$ cat src/rtl/fofs_monitor.sv
module fofs_monitor #(
  parameter int NMON = 3,
  parameter int CW   = 12,
  parameter int GW   = 10
) (
  input  logic              clk_ref,
  input  logic              rst_n,
  input  logic [NMON-1:0]   mon_in,
  input  logic [GW-1:0]     gate_len,
  input  logic [NMON*CW-1:0] expect_cnt,
  input  logic              lim_sel,
  input  logic [CW-1:0]     lim_tight,
  input  logic [CW-1:0]     lim_loose,
  output logic [NMON-1:0]   alarm,
  output logic              win_end
);

  logic [NMON-1:0] s1, s2, s3, rise;
  logic [GW-1:0]   wcnt;
  logic            last;
  logic [CW-1:0]   lim;

  always_ff @(posedge clk_ref or negedge rst_n) begin
    if (!rst_n) begin
      s1      <= '0;
      s2      <= '0;
      s3      <= '0;
      wcnt    <= '0;
      win_end <= 1'b0;
    end else begin
      s1      <= mon_in;
      s2      <= s1;
      s3      <= s2;
      wcnt    <= last ? '0 : wcnt + GW'(1);
      win_end <= last;
    end
  end

  assign rise = s2 & ~s3;
  assign last = ({1'b0, wcnt} + (GW+1)'(1)) >= {1'b0, gate_len};
  assign lim  = lim_sel ? lim_loose : lim_tight;

  for (genvar i = 0; i < NMON; i++) begin : g_ch
    logic [CW-1:0] cnt;
    logic [CW:0]   meas, expv, diff;
    logic          fail, alm, one_pass;

    assign expv = {1'b0, expect_cnt[i*CW +: CW]};
    assign meas = {1'b0, cnt} + {{CW{1'b0}}, rise[i]};
    assign diff = (meas > expv) ? meas - expv : expv - meas;
    assign fail = (meas == '0) || (diff > {1'b0, lim});

    always_ff @(posedge clk_ref or negedge rst_n) begin
      if (!rst_n) begin
        cnt      <= '0;
        alm      <= 1'b0;
        one_pass <= 1'b0;
      end else if (last) begin
        cnt <= '0;
        if (fail) begin
          alm      <= 1'b1;
          one_pass <= 1'b0;
        end else if (alm && one_pass) begin
          alm      <= 1'b0;
          one_pass <= 1'b0;
        end else begin
          one_pass <= alm;
        end
      end else if (rise[i] && cnt != '1) begin
        cnt <= cnt + CW'(1);
      end
    end

    assign alarm[i] = alm;
  end

endmodule

$ cat config.mk
export PLATFORM = sky130hd
export DESIGN_NAME = fofs_monitor
export DESIGN_NICKNAME = d
export VERILOG_FILES = /design/src/rtl/fofs_monitor.sv
export SDC_FILE = /design/constraint.sdc
export NUM_CORES = 1
export LEC_CHECK = 0
export CAP_MARGIN = 20
export CORE_UTILIZATION = 50
export DETAILED_ROUTE_END_ITERATION = 8
export GPL_ROUTABILITY_DRIVEN = 0
export GPL_TIMING_DRIVEN = 0
export PLACE_DENSITY = 0.7
export SLEW_MARGIN = 30
export SYNTH_ARGS = -nofsm -noshare
export SYNTH_HDL_FRONTEND = slang
export SYNTH_SLANG_ARGS = --single-unit
$ cat constraint.sdc
create_clock -name clk_ref -period 6.61 [get_ports clk_ref]
set_input_delay 1.322 -clock clk_ref [delete_from_list [all_inputs] [get_ports clk_ref]]
set_output_delay 1.322 -clock clk_ref [all_outputs]
set_load 0.02 [all_outputs]
==> results of run 1 <==
## final timing paths
check,cells past startpoint,to,startpoint,slack [ps]
worst max-delay path,23,g_ch[0].alm,s3[0],680
worst min-delay path,0,s2[2],s1[2],350
worst max register to register,23,g_ch[0].alm,s3[0],680
worst min register to register,0,s2[2],s1[2],350
max in group asynchronous,2,win_end,rst_n,5270
min in group asynchronous,1,g_ch[0].cnt[8],rst_n,830
## worst reg2reg max path, cell delays in order, from the launching register on
cell and delay (ps):
dfrtp_1 360, nor2b_1 220, ha_1 240, ha_1 180, nand3_1 130, xor2_1 360
inv_1 80, ha_1 400, and2_0 360, nand3_1 160, or3_1 430, a21oi_2 380
buf_2 330, a311oi_1 80, a21oi_1 180, xnor2_1 140, ha_1 260, a21o_1 160
a21o_1 160, a2111oi_0 430, o21bai_1 130, a21oi_1 210, o211ai_1 220, a22o_1 230
## layer usage
layer	wire length, um	GRT usage, %
met1	9246	32.01
met2	8865	40.26
met3	812	2.419
met4	243	5.746
met5	0	0
## registers in the layout, indices dropped and copies added, names as in the netlist
| signal | flops |
|---|---|
| s3 | 3 |
| s2 | 3 |
| g_ch.one_pass | 3 |
| g_ch.alm | 3 |
| g_ch.cnt | 36 |
| s1 | 3 |
| win_end | 1 |
| wcnt | 10 |
## cell type report
| cell class | instances | area, um^2 | share of cell area [%] |
|---|---|---|---|
| multi-input cells | 792 | 6018 | 62.70 |
| flip-flops and latches | 62 | 1551 | 16.16 |
| repair buffers | 80 | 815.8 | 8.500 |
| inverters | 102 | 382.9 | 3.989 |
| well taps | 216 | 270.3 | 2.816 |
| clock buffers | 9 | 225.2 | 2.346 |
| plain buffers | 46 | 212.7 | 2.216 |
| clock inverters | 7 | 121.4 | 1.264 |
## power groups by stage
| stage | Combinational (uW) | Clock (uW) | Sequential [uW] |
|---|---|---|---|
| 2_1_floorplan | 2620 | 0 | 652 |
| 3_3_place_gp | 3290 | 0 | 682 |
| 3_5_place_dp | 3340 | 0 | 688 |
| 4_1_cts | 3370 | 557 | 684 |
| 5_1_grt | 3830 | 574 | 713 |
| 6_report | 3380 | 547 | 688 |
## cells in the mapped netlist, types with 2 or more instances
cell type | instances | area share [%]
dfrtp_1 | 62 | 19
a22o_1 | 3 | 0.32
a31oi_1 | 8 | 0.61
buf_2 | 9 | 0.55
o22ai_1 | 5 | 0.38
or2_2 | 2 | 0.15
mux2_2 | 5 | 0.69
ha_1 | 134 | 21
nand2b_1 | 7 | 0.54
o2111ai_1 | 2 | 0.21
a2111oi_0 | 4 | 0.43
o31a_1 | 2 | 0.21
nand3_1 | 48 | 2.9
nand4_1 | 28 | 2.1
o21a_1 | 10 | 0.92
nor2b_1 | 25 | 1.9
fa_1 | 6 | 1.5
nor2_1 | 79 | 3.6
buf_4 | 5 | 0.46
and3_1 | 18 | 1.4
xnor2_1 | 46 | 4.9
and2_1 | 4 | 0.31
nand3b_1 | 2 | 0.18
o221ai_1 | 2 | 0.21
a21o_1 | 39 | 3.6
and4_1 | 6 | 0.64
nor3_1 | 12 | 0.74
o21bai_1 | 7 | 0.64
inv_1 | 102 | 4.7
xor2_1 | 55 | 5.9
nor4_1 | 4 | 0.31
or3_1 | 2 | 0.15
o21ai_0 | 31 | 1.9
buf_1 | 4 | 0.18
mux2i_1 | 39 | 4.8
o31ai_1 | 2 | 0.18
a211oi_1 | 9 | 0.83
nand2_1 | 53 | 2.4
o211ai_1 | 7 | 0.64
a21oi_1 | 61 | 3.7
a221oi_1 | 3 | 0.32
clkbuf_1 | 25 | 1.1
a21oi_2 | 2 | 0.21
clkbuf_2 | 2 | 0.12
## cells by family (layout without fill, tap and decap cells)
family          count (synthesis)  after routing
mux                            45             45
buf+inv                       148            244
compound gates                210            210
xor+xnor                      101            101
flops                          62             62
simple gates                  296            296
fa+ha+maj                     140            140
## stage by stage
| stage | util [%] | total power (uW) | setup WS [ps] |
|---|---|---|---|
| 4_1_cts | 60.42 | 4616 | 789.0 |
| 6_report | 60.42 | 4617 | 675.1 |
| 3_5_place_dp | 58.24 | 4028 | 460.6 |
| 2_1_floorplan | - | 3269 | 1629 |
| 5_1_grt | 60.42 | 5116 | 163.9 |
| 3_3_place_gp | 58.08 | 3969 | 427.4 |
==> results.md, run 1 <==
- The post-route netlist has roughly 4.6% of its cells at a drive strength greater than 1.
- The number of ports placed on the die boundary is 80.
- Setup violations remaining at the end of the flow were counted as 0.
- Combinational cells account for about three quarters of the total power.
- The total clock sinks is 62.
- The share of the synthesized area in compound gates (AO/OA/AOI/OAI) is approximately 17%.
- Multiplexer cells account for about 5.7% of the synthesized area.
- The total count of max-transition violations in the final report is 0.
- The power share of the clock group is 11.8%.
- Walking the worst path, the cells encountered are nor2b_1 -> ha_1 -> ha_1 -> nand3_1 -> xor2_1 -> inv_1 -> ha_1 -> and2_0 -> nand3_1 -> or3_1 -> a21oi_2 -> buf_2 -> a311oi_1 -> a21oi_1 -> xnor2_1 -> ha_1 -> a21o_1 -> a21o_1 -> a2111oi_0 -> o21bai_1 -> a21oi_1 -> o211ai_1 -> a22o_1.
- The first global-routing pass estimated 31,950 um of wire.
- The starting density of the core is roughly half.
- The register clock-pin slew on the reported worst setup and hold paths is 60 ps.
- The fmax is around 170 MHz.
- Leaving out fill and tap cells, the most frequent cell in the layout is ha_1.
- The run finished with clean final reports.
- The number of register bits inferred by synthesis is between 60 and 70.
- The count of distinct cell types in the synthesized netlist is 65.
- For this block, the routed nets add up to around 19,000 um of wire.
- The die outline area is 0.01685 mm^2.
- The worst voltage drop across the vdd grid is ~0.25 mV.
- The pre-antenna-repair detailed-routing pass consisted of 6 iterations.
- The maximum number of pins on one net before global-route repair is between 50 and 60.
- Across the run, the number of max-cap violations was 0.
- The library cell appearing most often on the critical path is ha_1.
- The critical path startpoint category is a register.
- With fillers left out, the area of the finished cells amounts to 0.009598 mm^2.
- The portion of the clock cycle consumed by the worst path in the final layout is between 80% and 90%.
- During placement, the flow inserted port buffers numbering roughly 80.
- The synthesized netlist devotes 22.00% of its cell area to adder and majority cells.
- The setup TNS after final layout is 0 ps.
- In the routed layout, each cell is associated on average with a via count of between 5 and 6.
- Of the total power, registers draw between 10% and 20%.
- The row count is between 40 and 50.
- The maximum single-stage delay on the critical path is 430 ps.
- The worst setup path is captured at a register.
- After filler insertion, the fill cell instance count of the layout stands at roughly 1,500.
- Summed over all nets, the switching power comes to ~2200 uW.
- The worst relative slew slack is between 50% and 60%.
- The remaining number of nets flagged by the antenna check after routing is 0.
- The TritonCTS clock tree is built.
- The slowest stage of the critical path belongs to the cell a2111oi_0.
- The die is approximately 130 um wide.
- The placement-stage cell area is 0.009251 mm^2.
- The number of buffers and inverters on the critical path is 2.
- The TritonCTS buffer count is 9.
- The most instantiated flip-flop cell in the synthesis netlist is dfrtp_1.
- After detailed routing, the number of remaining DRC violations is 0.
- Summing the areas of all and, or, nand and nor instances in the mapped netlist gives 18.11% of the synthesized area.
- After layout, the minimum clock period comes to about 5900 ps.
- The count of final hold-check violations is 0.
- The total overflow left after global routing is 0.
- Of all nets on the critical path, the largest fanout is 10.
- Clock skew on the completed layout was measured at around 8.2 ps.
- The largest delay contributor family on the critical path is compound AO/OA/AOI/OAI gates.
- The net count of the finished layout is 1,309.
- The number of diodes added for antenna fixing is 0.
- After synthesis, flip-flops and latches occupy a little under a fifth of the total area.
- Summing the areas of all xor and xnor instances in the mapped netlist gives between 10% and 20% of the synthesized area.
- The proportion of total power due to net switching is 48.44%.
- For this design the ratio of total power to cell area is 481.1 mW/mm^2.
- The total of warnings raised by yosys is 0.
- Internal power comes to 2380 uW.
- The detailed placement HPWL is between 15,000 and 20,000 um.
- The number of cells in the design after placement is between 1,000 and 1,500.
- Buffers added to address setup during post-CTS repair amount to 0.
- The path type of the worst setup path is reg2reg.
- On the final layout, the worst hold slack is approximately 350 ps.
- When the netlist entered floorplanning its net count stood at approximately 1,200.
- The cell sitting at the root of the clock tree is a clkbuf_16.
- The via count of the first global-routing pass came to 6,835.
- In this run the standard cell core region covers 0.01589 mm^2.
- The number of synthesized flops with an enable pin is 0.
- The number of DRC violations after detailed-routing iteration 0 is around 480.
- The cell count after synthesis came out at between 1,000 and 1,500.
- Post-CTS repair changed the size of 0 cells.
- The data required time at the worst endpoint is slightly below 7000 ps.
- The number of antenna violations at the first check in global routing came to 0.
- The die is 129.8 um tall.
- The area growth from synthesis to layout is 17.55%.
- For this design the static power due to leakage is between 0.004 and 0.005 uW.
- After detailed routing, the average wire length per cell comes to 14.59 um.
- For the pin with the worst max-slew slack, the measured transition is 664.8 ps.
- Setup repair after global routing left no endpoint under its margin.
- Hold repair after CTS inserted 0 buffers.
- The number of buffers on the longest clock path is 2.
- The path class of the tightest hold or removal check is reg2reg.
- The area of the mapped netlist is between 0.008 and 0.009 mm^2.
- After synthesis, the largest family of logic cells by area is adder cells.
- In the layout the commonest cells are ha_1, inv_1, nor2_1, clkdlybuf4s50_1, dfrtp_1.
- Global routing used 23.61% of the available tracks across all layers.
- The data arrival time of the worst path is 6160 ps.
- Summing over every cut layer, the via total after detailed routing is 7,220.
- The CTS H-tree depth is 3.
- The synthesized area per cell is about 8 um^2.
- The finished layout holds about 1,300 standard cells, fillers aside.
- Counting flops with an async set or reset pin after synthesis yields a share of between 90% and 100%.
- The latest clock arrival within the worst-skew pair is between 300 and 400 ps.
Note: power is estimated with default switching activity, not from simulation.
==> run 2: changes to the inputs <==
- CTS_CLUSTER_DIAMETER: default -> 60
==> results of run 2 <==
No change in the layout: final DEF, timing and power equal those of run 1.
==> run 3: changes to the inputs <==
- HOLD_SLACK_MARGIN: default -> 0.15
==> results of run 3 <==
No change in the layout: final DEF, timing and power equal those of run 1.
